--- src/rtl/hdlc_rxerr_pkg.sv ---
`timescale 1ns/1ps
package hdlc_rxerr_pkg;
   localparam int NCAUSE  = 5;
   localparam int IDX_CDL = 0;
   localparam int IDX_OV  = 1;
   localparam int IDX_AB  = 2;
   localparam int IDX_BRK = 3;
   localparam int IDX_CR  = 4;

   localparam logic [7:0] FLAG_OCTET   = 8'h7E;
   localparam logic [7:0] ESC_OCTET    = 8'h7D;
   localparam logic [7:0] ABORT_PPP    = 8'h7E;
   localparam logic [7:0] ABORT_IRLAP  = 8'hC1;

   typedef enum logic [1:0] {
      ST_HUNT   = 2'd0,
      ST_FRAME  = 2'd1,
      ST_CDWAIT = 2'd2
   } rx_state_e;
endpackage

--- src/rtl/hdlc_rxerr_fifo.sv ---
`timescale 1ns/1ps
module hdlc_rxerr_fifo #(
   parameter int W     = 8,
   parameter int DEPTH = 16
) (
   input  logic         clk,
   input  logic         rst_n,
   input  logic         push,
   input  logic [W-1:0] wr_data,
   input  logic         pop,
   output logic [W-1:0] rd_data,
   output logic         full,
   output logic         empty
);
   localparam int AW = (DEPTH > 1) ? $clog2(DEPTH) : 1;
   localparam bit POW2 = (DEPTH == (1 << AW));

   if (DEPTH < 2) begin : g_bad_depth
      $error("hdlc_rxerr_fifo: DEPTH must be at least 2");
   end
   if (W < 1) begin : g_bad_width
      $error("hdlc_rxerr_fifo: W must be positive");
   end

   logic [W-1:0]  mem [DEPTH];
   logic [AW-1:0] wr_ptr, rd_ptr, wr_nxt, rd_nxt;
   logic [AW:0]   cnt;
   logic          do_pop, do_push;

   if (POW2) begin : g_wrap_natural
      assign wr_nxt = wr_ptr + 1'b1;
      assign rd_nxt = rd_ptr + 1'b1;
   end else begin : g_wrap_compare
      assign wr_nxt = (wr_ptr == AW'(DEPTH - 1)) ? '0 : wr_ptr + 1'b1;
      assign rd_nxt = (rd_ptr == AW'(DEPTH - 1)) ? '0 : rd_ptr + 1'b1;
   end

   assign full    = (cnt == (AW+1)'(DEPTH));
   assign empty   = (cnt == '0);
   assign do_pop  = pop && !empty;
   assign do_push = push && (!full || do_pop);
   assign rd_data = mem[rd_ptr];

   always_ff @(posedge clk) begin
      if (do_push) mem[wr_ptr] <= wr_data;
   end

   always_ff @(posedge clk or negedge rst_n) begin
      if (!rst_n) begin
         wr_ptr <= '0;
         rd_ptr <= '0;
         cnt    <= '0;
      end else begin
         if (do_push) wr_ptr <= wr_nxt;
         if (do_pop)  rd_ptr <= rd_nxt;
         case ({do_push, do_pop})
            2'b10:   cnt <= cnt + 1'b1;
            2'b01:   cnt <= cnt - 1'b1;
            default: cnt <= cnt;
         endcase
      end
   end

   assert_pop_counts_R1: assert property (@(posedge clk) disable iff (!rst_n)
      (pop && !empty && !push) |=> (cnt == ($past(cnt) - 1'b1)));
   assert_no_overflow_R2: assert property (@(posedge clk) disable iff (!rst_n)
      (push && full && !pop) |=> (cnt == $past(cnt)));
endmodule

--- src/rtl/hdlc_rxerr_prio.sv ---
`timescale 1ns/1ps
module hdlc_rxerr_prio #(
   parameter int N = 5
) (
   input  logic [N-1:0] req,
   output logic [N-1:0] grant,
   output logic         any
);
   if (N < 1) begin : g_bad_n
      $error("hdlc_rxerr_prio: N must be positive");
   end

   for (genvar i = 0; i < N; i++) begin : g_bit
      if (i == 0) begin : g_top
         assign grant[i] = req[i];
      end else begin : g_rest
         assign grant[i] = req[i] & ~(|req[i-1:0]);
      end
   end

   assign any = |req;
endmodule

--- src/rtl/hdlc_rxerr_classify.sv ---
`timescale 1ns/1ps
module hdlc_rxerr_classify
   import hdlc_rxerr_pkg::*;
(
   input  logic [7:0] octet,
   input  logic       esc_pend,
   input  logic       irlap,
   output logic       is_esc,
   output logic       is_abort,
   output logic       is_flag
);
   logic [7:0] abort_code;

   assign abort_code = irlap ? ABORT_IRLAP : ABORT_PPP;
   assign is_esc     = (octet == ESC_OCTET);
   assign is_abort   = esc_pend && (octet == abort_code);
   assign is_flag    = (octet == FLAG_OCTET) && !is_abort;
endmodule

--- src/rtl/hdlc_rx_err_handler.sv ---
`timescale 1ns/1ps
module hdlc_rx_err_handler
   import hdlc_rxerr_pkg::*;
#(
   parameter int FIFO_DEPTH = 16
) (
   input  logic       clk,
   input  logic       rst_n,
   input  logic       rx_valid,
   input  logic [7:0] rx_byte,
   input  logic       rx_break,
   input  logic       cd_in,
   input  logic       crc_ok,
   input  logic       irlap_mode,
   input  logic       fifo_pop,
   output logic [7:0] fifo_data,
   output logic       fifo_empty,
   output logic       close_stb,
   output logic [4:0] close_status,
   output logic       frame_done
);
   if (FIFO_DEPTH < 2) begin : g_bad_depth
      $error("hdlc_rx_err_handler: FIFO_DEPTH must be at least 2");
   end

   rx_state_e         st;
   logic              esc_q, have_data_q, close_q, done_q;
   logic [NCAUSE-1:0] status_q, req, grant;
   logic              any_req;
   logic              is_esc, is_abort, is_flag;
   logic              fifo_full, push;
   logic              in_frame, in_hunt, byte_ev, data_byte;
   logic              good_end, close_now, open_now;

   hdlc_rxerr_classify u_cls (
      .octet    (rx_byte),
      .esc_pend (esc_q),
      .irlap    (irlap_mode),
      .is_esc   (is_esc),
      .is_abort (is_abort),
      .is_flag  (is_flag)
   );

   assign in_frame  = (st == ST_FRAME);
   assign in_hunt   = (st == ST_HUNT);
   assign byte_ev   = rx_valid && cd_in && (st != ST_CDWAIT);
   assign data_byte = byte_ev && !is_flag && !is_abort;

   always_comb begin
      req          = '0;
      req[IDX_CDL] = in_frame && !cd_in;
      req[IDX_OV]  = in_frame && data_byte && fifo_full && !fifo_pop;
      req[IDX_AB]  = byte_ev && is_abort;
      req[IDX_BRK] = in_frame && rx_break;
      req[IDX_CR]  = in_frame && byte_ev && is_flag && have_data_q && !crc_ok;
   end

   hdlc_rxerr_prio #(.N(NCAUSE)) u_prio (
      .req   (req),
      .grant (grant),
      .any   (any_req)
   );

   assign good_end  = in_frame && byte_ev && is_flag && have_data_q && crc_ok;
   assign close_now = any_req || good_end;
   assign open_now  = in_hunt && byte_ev && is_flag;
   assign push      = in_frame && data_byte && !close_now;

   hdlc_rxerr_fifo #(.W(8), .DEPTH(FIFO_DEPTH)) u_fifo (
      .clk     (clk),
      .rst_n   (rst_n),
      .push    (push),
      .wr_data (rx_byte),
      .pop     (fifo_pop),
      .rd_data (fifo_data),
      .full    (fifo_full),
      .empty   (fifo_empty)
   );

   always_ff @(posedge clk or negedge rst_n) begin
      if (!rst_n) begin
         st          <= ST_HUNT;
         esc_q       <= 1'b0;
         have_data_q <= 1'b0;
         status_q    <= '0;
         close_q     <= 1'b0;
         done_q      <= 1'b0;
      end else begin
         close_q <= close_now;
         done_q  <= close_q;

         case (st)
            ST_HUNT: begin
               if (!cd_in)        st <= ST_CDWAIT;
               else if (open_now) st <= ST_FRAME;
            end
            ST_FRAME: begin
               if (req[IDX_CDL])   st <= ST_CDWAIT;
               else if (close_now) st <= ST_HUNT;
            end
            default: begin
               if (cd_in) st <= ST_HUNT;
            end
         endcase

         if (open_now)  have_data_q <= 1'b0;
         else if (push) have_data_q <= 1'b1;

         if (close_now)     status_q <= grant;
         else if (open_now) status_q <= '0;

         if (close_now || !cd_in) esc_q <= 1'b0;
         else if (byte_ev)        esc_q <= is_esc;
      end
   end

   assign close_stb    = close_q;
   assign close_status = status_q;
   assign frame_done   = done_q;

   assert_cdl_close_R3: assert property (@(posedge clk) disable iff (!rst_n)
      (in_frame && !cd_in) |=> (close_stb && close_status == 5'b00001));
   assert_cdwait_quiet_R4: assert property (@(posedge clk) disable iff (!rst_n)
      (st == ST_CDWAIT) |=> !close_stb);
   assert_abort_close_R5: assert property (@(posedge clk) disable iff (!rst_n)
      (byte_ev && is_abort) |=> (close_stb && close_status[IDX_AB]));
   assert_one_flag_R9: assert property (@(posedge clk) disable iff (!rst_n)
      close_stb |-> $onehot0(close_status));
   assert_done_follows_R10: assert property (@(posedge clk) disable iff (!rst_n)
      close_stb |=> frame_done);
   assert_done_cause_R10: assert property (@(posedge clk) disable iff (!rst_n)
      frame_done |-> $past(close_stb));
   assert_status_hold_R11: assert property (@(posedge clk) disable iff (!rst_n)
      (close_stb && !open_now && !close_now) |=> $stable(close_status));
endmodule

--- config.mk ---
export PLATFORM = sky130hd
export DESIGN_NAME = hdlc_rx_err_handler
export DESIGN_NICKNAME = d
export VERILOG_FILES = /design/src/rtl/hdlc_rxerr_pkg.sv /design/src/rtl/hdlc_rxerr_fifo.sv /design/src/rtl/hdlc_rxerr_prio.sv /design/src/rtl/hdlc_rxerr_classify.sv /design/src/rtl/hdlc_rx_err_handler.sv
export SDC_FILE = /design/constraint.sdc
export NUM_CORES = 1
export LEC_CHECK = 0
export ABC_CLOCK_PERIOD_IN_PS = 3850
export BUFFER_PORTS_ARGS = -buffer_cell sky130_fd_sc_hd__buf_2
export CAP_MARGIN = 20
export CORE_ASPECT_RATIO = 1.1
export CORE_MARGIN = 2
export CORE_UTILIZATION = 40
export CTS_CLUSTER_DIAMETER = 80
export CTS_CLUSTER_SIZE = 25
export DETAILED_ROUTE_END_ITERATION = 10
export GPL_TIMING_DRIVEN = 0
export HOLD_SLACK_MARGIN = 0.02
export PLACE_DENSITY = 0.54
export SETUP_SLACK_MARGIN = 0.05
export SYNTH_ARGS = -nofsm -noshare
export SYNTH_HDL_FRONTEND = slang
export SYNTH_HIERARCHICAL = 1
export SYNTH_SLANG_ARGS = --single-unit
--- constraint.sdc ---
create_clock -name clk -period 3.85 [get_ports clk]
set_input_delay 0.385 -clock clk [delete_from_list [all_inputs] [get_ports clk]]
set_output_delay 0.385 -clock clk [all_outputs]
set_load 0.01 [all_outputs]
---- After elaboration in Yosys (flattened, before gate mapping) ----
Memories as Yosys holds them, arrays and structs flattened.
Cells that the tools add are included.
storage, ports and cells
  register bits ........................... 24
  bits in writable memories ............... 128
  output and inout bits ................... 16
  word-level logic and storage cells ...... 93
  memories ................................ 1
memories
  name        depth  bits a word  rd ports  clocked after Yosys merged registers in  wr ports  line                   RTL
  u_fifo.mem  16     8            1         0                                        1         hdlc_rxerr_fifo.sv:25  logic [W-1:0] mem [DEPTH];
operators by class
  add/sub/neg operators ................... 4
  equal/unequal tests ..................... 10
  mux-type cells .......................... 16
  bitwise gates (word level) .............. 8
  reduce and logical (&&, ||, !) cells .... 45
operator list
  kind                                                                      count
  1-bit logical AND                                                         22
  8-bit by 7-bit equality test with 1-bit output (second input constant)    2
  2-bit 2-to-1 mux                                                          5
  5-bit 2-to-1 mux                                                          2
  5-bit case mux with 2 select lines                                        1
  4-bit by 1-bit adder with 4-bit output (second input constant)            2
  8-bit equality test                                                       1
  1-bit zero test                                                           8
  8-bit 2-to-1 mux                                                          1
  2-bit nonzero test                                                        4
  1-bit 2-to-1 mux                                                          6
  3-bit by 2-bit inequality test with 1-bit output (second input constant)  2
  5-bit by 1-bit adder with 5-bit output (second input constant)            1
  5-bit equality test (second input constant)                               1
  5-bit zero test                                                           1
  5-bit OR reduction                                                        1
  5-bit by 1-bit subtractor with 5-bit output (second input constant)       1
  1-bit bitwise AND                                                         4
  2-bit by 1-bit equality test with 1-bit output (second input constant)    2
  1-bit NOT                                                                 4
  2-bit case mux with 2 select lines                                        1
  4-bit OR reduction                                                        1
  1-bit logical OR                                                          3
  3-bit AND reduction                                                       1
  other kinds (6)                                                           6

---- Logic depth before layout (Yosys ltp) ----
Gate-level depths: netlist of the first run.
  word-level depth ........................ 18
  mapped depth ............................ 18
  depth with buffers taken out ............ 16

---- Modules after synthesis ----
Netlist of the first run, hierarchy kept.
modules (own cells, without submodules)
  module               times used  cells an instance  area an instance (sq um)  sequential area each (sq um)
  hdlc_rxerr_fifo      1           306                5835.6                    4169.0
  hdlc_rx_err_handler  1           47                 560.5                     275.3
  hdlc_rxerr_classify  1           12                 86.3                      0.0
  hdlc_rxerr_prio      1           7                  55.1                      0.0

---- Worst setup path after synthesis of the first run ----
Ideal clock, no wire load.
  path type ............................... input to register
  from .................................... input port rx_byte[7]
  to ...................................... register u_fifo.cnt[3]
  data arrival time ....................... 3528 ps
  path slack .............................. 201 ps
  stages on the path ...................... 18
  cells stage by stage .................... nand4b_1 > or3_1 > nor3_1 > nor2_1 > nand4_1 > nor3b_1 > nor4_2 > nand2b_1 > nor2_1 > clkbuf_1 > buf_2 > or2_2 > inv_1 > ha_1 > a21o_1 > a21oi_1 > xnor2_1 > a32o_1
between the ends
  cells in the longest elaborated chain, start to end .. 17
  elaborated cells between the ends (all ways) .. 25
  classes of those cells .................. eq/ne (4); mux (1); reduce/logical (20)
ends and longest elaborated chain
  element                                                                                       line                       RTL
  start: declaration                                                                            hdlc_rx_err_handler.sv:10  input logic [7:0] rx_byte,
  8-bit equality test                                                                           hdlc_rxerr_classify.sv:16  assign is_abort = esc_pend && (octet == abort_code);
  1-bit logical AND                                                                             hdlc_rxerr_classify.sv:16
  1-bit zero test                                                                               hdlc_rxerr_classify.sv:17  assign is_flag = (octet == FLAG_OCTET) && !is_abort;
  1-bit logical AND (*)                                                                         hdlc_rxerr_classify.sv:17
  via is_flag                                                                                   hdlc_rx_err_handler.sv:30  logic is_esc, is_abort, is_flag;
  1-bit zero test (*)                                                                           hdlc_rx_err_handler.sv:47  assign data_byte = byte_ev && !is_flag && !is_abort;
  1-bit logical AND (*) (2 in series)                                                           hdlc_rx_err_handler.sv:47
  1-bit logical AND (*) (3 in series)                                                           hdlc_rx_err_handler.sv:52  req[IDX_OV] = in_frame && data_byte && fifo_full && !fifo_pop;
  via req[1]                                                                                    hdlc_rx_err_handler.sv:28  logic [NCAUSE-1:0] status_q, req, grant;
  (+1 left out)                                                                                 n/a
  via any_req                                                                                   hdlc_rx_err_handler.sv:29  logic any_req;
  1-bit logical OR (*)                                                                          hdlc_rx_err_handler.sv:65  assign close_now = any_req || good_end;
  1-bit zero test (*)                                                                           hdlc_rx_err_handler.sv:67  assign push = in_frame && data_byte && !close_now;
  1-bit logical AND (*)                                                                         hdlc_rx_err_handler.sv:67
  via push                                                                                      hdlc_rx_err_handler.sv:31  logic fifo_full, push;
  1-bit logical AND (*)                                                                         hdlc_rxerr_fifo.sv:41      assign do_push = push && (!full || do_pop);
  2-bit by 1-bit equality test with 1-bit output / 2-bit equality test (equally long branches)  hdlc_rxerr_fifo.sv:56      case ({do_push, do_pop})
  5-bit case mux with 2 select lines / 2-bit nonzero test (equally long branches)               n/a
  end signal: assignment                                                                        hdlc_rxerr_fifo.sv:57      2'b10: cnt <= cnt + 1'b1;
  end signal: assignment                                                                        hdlc_rxerr_fifo.sv:58      2'b01: cnt <= cnt - 1'b1;
  end signal: assignment                                                                        hdlc_rxerr_fifo.sv:59      default: cnt <= cnt;
  end: declaration                                                                              hdlc_rxerr_fifo.sv:27      logic [AW:0] cnt;
Mark *: on every way through the listed nets, which the timed path passes. The rest lies on a longest branch.
A chain may end at the register's enable or synchronous reset.

---- Worst setup path in the final report of the first run ----
  from .................................... input port rx_byte[7]
  to ...................................... register u_fifo.cnt[4]
between the ends
  cells in the longest elaborated chain, start to end .. 17
  elaborated cells between the ends (all ways) .. 25
  classes of those cells .................. eq/ne (4); mux (1); reduce/logical (20)
ends and longest elaborated chain
  element                                                                                       line
  8-bit equality test (*)                                                                       hdlc_rxerr_classify.sv:16
  1-bit logical AND (*)                                                                         hdlc_rxerr_classify.sv:16
  via is_abort                                                                                  hdlc_rx_err_handler.sv:30
  1-bit zero test (*)                                                                           hdlc_rxerr_classify.sv:17, hdlc_rx_err_handler.sv:47
  1-bit logical AND                                                                             hdlc_rxerr_classify.sv:17
  1-bit zero test                                                                               hdlc_rx_err_handler.sv:47
  1-bit logical AND                                                                             hdlc_rx_err_handler.sv:47
  1-bit logical AND (*)                                                                         hdlc_rx_err_handler.sv:47
  (+3 left out)                                                                                 n/a
  via req[1]                                                                                    hdlc_rx_err_handler.sv:28
  (+1 left out)                                                                                 n/a
  via any_req                                                                                   hdlc_rx_err_handler.sv:29
  1-bit logical OR (*)                                                                          hdlc_rx_err_handler.sv:65
  1-bit zero test (*)                                                                           hdlc_rx_err_handler.sv:67
  1-bit logical AND (*)                                                                         hdlc_rx_err_handler.sv:67
  via push                                                                                      hdlc_rx_err_handler.sv:31
  1-bit logical AND (*)                                                                         hdlc_rxerr_fifo.sv:41
  2-bit by 1-bit equality test with 1-bit output / 2-bit equality test (equally long branches)  hdlc_rxerr_fifo.sv:56
  5-bit case mux with 2 select lines / 2-bit nonzero test (equally long branches)               n/a
Marked as above.

==> summary.md, run 1 <==
| Metric | Value |
|---|---|
| FFs w/ async S/R, synth | `0.158` |
| Worst-case clock buffer depth | `2` |
| Endpoints failing hold | `0` |
| Yosys cell types | `57` |
| Gr usage total | `0.165` |
| Clock-pin slew on the worst setup and hold paths | `0.06 ns` |
| Comb pwr share | `0.269` |
| Vias in the first global route | `3,632` |
| Seq/Total Area, Yosys | `0.680` |
| Port buffer count | `31` |
| Max Slew Vio Count | `0` |
| Total Wirelength | `13,800 um` |
| Sequential Power Share | `0.383` |
| Total number of vias | `3,537` |
| Number of flops mapped to enable cells by yosys | `128` |
| Placed cells | `609` |
| Pwr Density | `650 mW/mm2` |
| Full die area | `0.0174 mm2` |
| GPL Wtd Cong | `0.724` |
| Final Instance Area | `0.00769 mm2` |
| CTS Root Buffer Type | `clkbuf_16` |
| Max-cap viol count | `0` |
| CP Class | `input pin to register` |
| Max-Slew Margin vs Limit | `0.332` |
| Area of the mapped netlist | `0.00654 mm2` |
| Grt total ovfl | `0` |
| Diode count | `0` |
| # H-tree levels | `4` |
| WP data arrival | `3.88 ns` |
| DR DRC count | `0` |
| Leak | `2.75 nW` |
| Net Sw Frac | `0.278` |
| Post-DP HPWL | `8920 um` |
| Top cell type's share of synthesized area | `0.588` |
| Most common cell after layout, fill and taps aside | `edfxtp_1` |
| Crit path time final | `3.55 ns` |
| CTS buffer count | `17` |
| Met2 usage | `0.261` |
| Worst Skew | `0.0102 ns` |
| Bufs and invs on worst path | `4` |
| Global-route wire length before repair | `21,400 um` |
| CTS sink count | `152` |
| Final cell count without fillers | `643` |
| Wire per inst | `21.5 um` |
| Fin util | `0.475` |
| Psw | `1.39 mW` |
| Seq cells post-synth | `152` |
| Layout area overhead | `17.6%` |
| Dominant cell type by area after synthesis | `edfxtp_1` |
| F_max | `282 MHz` |
| Nature of the critical path startpoint | `input pin` |
| CP required | `4.18 ns` |
| CP max stage cell | `or3_4` |
| Core box area | `0.0162 mm2` |
| Initial Util | `0.404` |
| Final #Nets | `453` |
| Met1 Use GR | `0.232` |
| CP endpoint kind | `register` |
| Largest net degree at the start of global routing | `25` |
| Slowest stage delay, CP | `0.43 ns` |
| Syn nets | `397` |
| IR drop worst, VDD | `370 uV` |
| Initial DRT Pass Iterations | `4` |
| Mapped Cells | `372` |
| Die height | `138 um` |
| Fin Setup TNS | `0 ns` |
| Antenna violations before repair | `0` |
| Most frequent cells in the layout | `edfxtp_1, buf_2, dfrtp_1` |
| CP Cell Sequence | `clkbuf_4 > nand4b_1 > or3_4 > o41ai_4 > nor2_1 > nand4_1 > nor3b_4 > nor4_2 > nand2b_1 > nor2_1 > buf_4 > buf_4 > or2_2 > inv_1 > ha_1 > nand2b_1 > a211o_1 > o31a_1 > o211ai_1` |
| RSZ-0062 raised after global routing | `false` |
| Via density | `5.50` |
| I/O pins | `32` |
| Avg Cell Area, Syn | `17.6 um2` |
| CTS tree | `done` |
| Tightest Hold Check Type | `input pin to register` |
| Yosys warns | `6` |
| Met3 Usage GRT | `0.0372` |
| Outcome | `finished clean` |
| Worst slew pin tran | `0.999 ns` |
| Top Usage Layer GRT | `met2` |
| Remaining antenna violation count | `0` |
| Final setup viols | `0` |
| Int Power | `3.61 mW` |
| Family with the most delay on the worst path | `simple AND/OR/NAND/NOR gates` |
| DIE WIDTH | `126 um` |
| Most used DFF post-synth | `edfxtp_1` |
| Row Count | `49` |
| WHS | `0.240 ns` |
| Clk pwr share | `0.348` |
| Area post-placement | `0.00697 mm2` |
| Final period util | `0.921` |
| Skew-Pair Late Insertion Delay | `0.42 ns` |
| 1st-iter DRT viols | `311` |
| Worst Path Max Fanout | `18` |
| Share of layout cells above drive strength 1 | `0.273` |
| Ranking of synthesized cells by area | `edfxtp_1, dfrtp_1, mux4_2` |
-- power by group through the flow --
stage                     Sequential (mW)  Clock [mW]  Combinational [mW]
after detailed placement             1.95           0                1.35
after CTS                            1.91        1.77                1.37
after floorplan                      1.92           0               0.940
final                                1.91        1.74                1.35
after global routing                 1.92        1.84                1.47
after global placement               1.94           0                1.33
-- final cells by class --
type | instances | area [um2]
plain buffers | 18 | 123
clock buffers | 19 | 433
clock inverters | 11 | 180
fillers | 1401 | 8490
inverters | 11 | 42.5
multi-input cells | 191 | 2000
flip-flops and latches | 152 | 4440
well taps | 204 | 255
repair buffers | 37 | 213
-- cells in the mapped netlist, types with 2 or more instances --
library cell	instances
mux4_2	21
nor2b_1	4
inv_1	10
xnor2_1	8
buf_1	2
nor2_1	20
mux2i_1	2
nand2b_1	8
nor4b_1	3
buf_2	5
clkbuf_1	5
o211ai_1	2
nand4_1	2
and3_1	3
ha_1	8
nor3b_1	2
nor3_1	7
edfxtp_1	128
mux4_1	11
dfrtp_1	24
a22oi_1	16
nand2_1	17
mux2_2	6
and2_1	5
buf_6	2
nand3_1	11
a21oi_1	2
a32o_1	2
buf_4	3
o31a_1	6
-- registers in the layout, indices dropped and copies added, names as in the netlist --
name           flops
u_fifo/cnt         5
frame_done         1
have_data_q        1
u_fifo/rd_ptr      4
esc_q              1
u_fifo/wr_ptr      4
close_stb          1
u_fifo/mem       128
st                 2
close_status       5
-- timing repair --
item	in CTS	in global routing
pin swaps	1	5
endpoints found under the setup margin	132	109
hold buffers	1	0
endpoints found under the hold margin	24	0
gates cloned	0	0
setup buffers	1	2
resized for setup	12	8
-- layer usage --
layer	part of all wire	wire, um
met1	0.47	6540
met2	0.49	6730
met3	0.027	375
met4	0.011	148
met5	0	0
-- per-stage QoR --
stage / power [mW] / worst slack, ns
2_1_floorplan: 2.86 / 0.201
3_3_place_gp: 3.27 / -1.05
3_5_place_dp: 3.30 / -0.865
4_1_cts: 5.05 / 0.0932
5_1_grt: 5.24 / 0.0548
6_report: 5.00 / 0.305
-- worst paths after layout --
| check | from | cells after the start | slack (ns) | to |
|---|---|---|---|---|
| min | cd_in | 2 | 0.24 | st[1] |
| max reg2reg | esc_q | 17 | 0.33 | u_fifo/cnt[4] |
| max | rx_byte[7] | 19 | 0.30 | u_fifo/cnt[4] |
| max in group asynchronous | rst_n | 2 | 2.98 | u_fifo/cnt[2] |
| min reg2reg | close_stb | 0 | 0.39 | frame_done |
| min in group asynchronous | rst_n | 2 | 0.49 | close_status[3] |
-- cell families (layout without fill, tap and decap cells) --
| family | count (synthesis) | count (layout) | synth area share |
|---|---|---|---|
| adders and majority gates | 9 | 9 | 0.0184 |
| muxes | 41 | 41 | 0.132 |
| buffers and inverters | 29 | 96 | 0.0243 |
| DFF | 152 | 152 | 0.680 |
| xor gates and xnor gates | 9 | 9 | 0.0121 |
| AOI/OAI and AO/OA | 40 | 40 | 0.0551 |
| and+or+nand+nor | 92 | 92 | 0.0787 |
No activity file was read; power rests on OpenSTA's default activity.
==> inputs of run 2 (changes only) <==
--- a/config.mk
+++ b/config.mk
@@ -6,7 +6,6 @@
 export NUM_CORES = 1
 export LEC_CHECK = 0
 export ABC_CLOCK_PERIOD_IN_PS = 3850
-export BUFFER_PORTS_ARGS = -buffer_cell sky130_fd_sc_hd__buf_2
 export CAP_MARGIN = 20
 export CORE_ASPECT_RATIO = 1.1
 export CORE_MARGIN = 2
@@ -14,9 +13,10 @@
 export CTS_CLUSTER_DIAMETER = 80
 export CTS_CLUSTER_SIZE = 25
 export DETAILED_ROUTE_END_ITERATION = 10
+export DONT_BUFFER_PORTS = 1
 export GPL_TIMING_DRIVEN = 0
 export HOLD_SLACK_MARGIN = 0.02
-export PLACE_DENSITY = 0.54
+export PLACE_DENSITY = 0.52
 export SETUP_SLACK_MARGIN = 0.05
 export SYNTH_ARGS = -nofsm -noshare
 export SYNTH_HDL_FRONTEND = slang
==> run 2 against run 1 <==
Global-route usage barely moved. Routed wire length fell by 0.34%. Setup slack improved by 0.042 ns. Critical path depth fell by 2. Die area did not move. Register-to-register slack improved by 0.02 ns. Combinational power fell by 8%.
==> summary.md, run 2 (synthesized netlist as in run 1, its figures left out) <==
| Metric | Value |
|---|---|
| Largest net degree at the start of global routing | `25` |
| Diode count | `0` |
| CTS Root Buffer Type | `clkbuf_16` |
| Port buffer count | `0` |
| Worst-case clock buffer depth | `2` |
| # H-tree levels | `4` |
| Skew-Pair Late Insertion Delay | `0.41 ns` |
| WHS | `0.0466 ns` |
| Reg2Reg Depth | `17` |
| RSZ-0062 raised after global routing | `false` |
| IR drop worst, VDD | `337 uV` |
| Clock-pin slew on the worst setup and hold paths | `0.06 ns` |
| Initial DRT Pass Iterations | `4` |
| Initial Util | `0.404` |
| 1st-iter DRT viols | `291` |
| Beginning of the worst register-to-register path | `esc_q` |
| Max-Slew Margin vs Limit | `0.355` |
| DR DRC count | `0` |
| Remaining antenna violation count | `0` |
| Gr usage total | `0.165` |
| Via density | `5.56` |
| Final period util | `0.910` |
| CP Class | `register to register` |
| Bufs and invs on worst path | `2` |
| Crit Reg-Reg Endpoint | `u_fifo/cnt[4]` |
| Max Slew Vio Count | `0` |
| Antenna violations before repair | `0` |
| Endpoints failing hold | `0` |
| Full die area | `0.0174 mm2` |
| GPL Wtd Cong | `0.762` |
| I/O pins | `32` |
| Vias in the first global route | `3,506` |
| Final setup viols | `0` |
| Hold endpoint | `st[1]` |
| Crit path time final | `3.50 ns` |
| Global-route wire length before repair | `20,900 um` |
| F_max | `285 MHz` |
| Pwr Density | `656 mW/mm2` |
| Hold Startpoint | `cd_in` |
| Family with the most delay on the worst path | `simple AND/OR/NAND/NOR gates` |
| Most common cell after layout, fill and taps aside | `edfxtp_1` |
| Internal reg-to-reg setup slack | `0.35 ns` |
| Share of layout cells above drive strength 1 | `0.211` |
| CP required | `4.18 ns` |
| Fin Setup TNS | `0 ns` |
| Core box area | `0.0162 mm2` |
| CTS buffer count | `17` |
| Slowest stage delay, CP | `0.40 ns` |
| Worst Skew | `0.00763 ns` |
| Multi-input gate area | `0.00197 mm2` |
| Tightest Hold Check Type | `input pin to register` |
| CP endpoint kind | `register` |
| Hold path depth | `1` |
| Sequential cell area | `0.00444 mm2` |
| Largest register FFs | `128` |
| Total number of vias | `3,425` |
| Nature of the critical path startpoint | `register` |
| Worst Path Max Fanout | `10` |
| CP max stage cell | `fa_1` |
| Top reg by flops | `u_fifo/mem` |
| Total power draw | `4.95 mW` |
| Die height | `138 um` |
| Fillers | `1,414` |
| Most frequent cells in the layout | `edfxtp_1, dfrtp_1, mux4_2` |
| Max-cap viol count | `0` |
| Outcome | `finished clean` |
| WP data arrival | `3.83 ns` |
| CTS sink count | `152` |
| CTS tree | `done` |
| Post-DP HPWL | `8960 um` |
| Leak | `2.63 nW` |
| Wire per inst | `22.3 um` |
| Final #Nets | `425` |
| CP Cell Sequence | `nor4bb_4 > nand4_1 > o41ai_2 > nor2_1 > nand4_1 > nor3b_4 > nor4_2 > nand2b_1 > nor2_1 > buf_4 > buf_4 > or2_2 > fa_1 > nand2b_1 > a211o_1 > o31a_1 > o211ai_1` |
| Grt total ovfl | `0` |
| DIE WIDTH | `126 um` |
| Worst slew pin tran | `0.964 ns` |
| Layout area overhead | `15.5%` |
| Total Wirelength | `13,700 um` |
| Row Count | `49` |
run 2: area by class of cell:
cell class,instances,share of cell area
clock inverter,12,0.0272
clock buffer,19,0.0573
multi-input combinational,191,0.261
timing repair buffer,9,0.0103
buffer,18,0.0162
inverter,11,0.00563
sequential,152,0.588
tap,204,0.0338
run 2: repair_timing:
item / CTS / global route
gates cloned: 0 / 0
pin swaps: 0 / 3
gates resized for setup: 2 / 11
hold buffers: 2 / 0
buffers inserted: 0 / 4
setup endpoints to repair: 8 / 129
endpoints found under the hold margin: 24 / 0
run 2: power breakdown:
part | internal, mW | switching (mW)
clock network | 1.20 | 0.596
logic | 0.582 | 0.660
registers | 1.84 | 0.0803
run 2: worst max path at each step:
| stage | start | end | cells past startpoint |
|---|---|---|---|
| floorplan | rx_byte[7] | u_fifo/cnt[3] | 18 |
| global placement | rx_byte[7] | u_fifo/mem[11][4] | 13 |
| detailed placement | rx_byte[7] | u_fifo/mem[8][3] | 14 |
| CTS | u_fifo/cnt[1] | u_fifo/cnt[4] | 14 |
| global route | esc_q | u_fifo/cnt[4] | 18 |
| finish | esc_q | u_fifo/cnt[4] | 17 |
run 2: metrics by stage:
stage                util  worst slack [ns]  cell area (um2)  std cells
floorplan               -             0.201             6540        372
global placement    0.420            -0.733             6790        576
detailed placement  0.421            -0.426             6820        579
CTS                 0.463            0.0393             7490        612
global route        0.467            0.0429             7550        616
finish              0.467             0.347             7550        616
run 2: metal layers:
layer | vias up | routed length [um] | track usage | part of all wire
met3 | 16 | 841 | 0.0519 | 0.061
met1 | 1774 | 6050 | 0.223 | 0.44
met2 | 85 | 6570 | 0.253 | 0.48
li1 | 1550 | - | - | -
met5 | - | 0 | 0 | 0
met4 | 0 | 291 | 0.0607 | 0.021
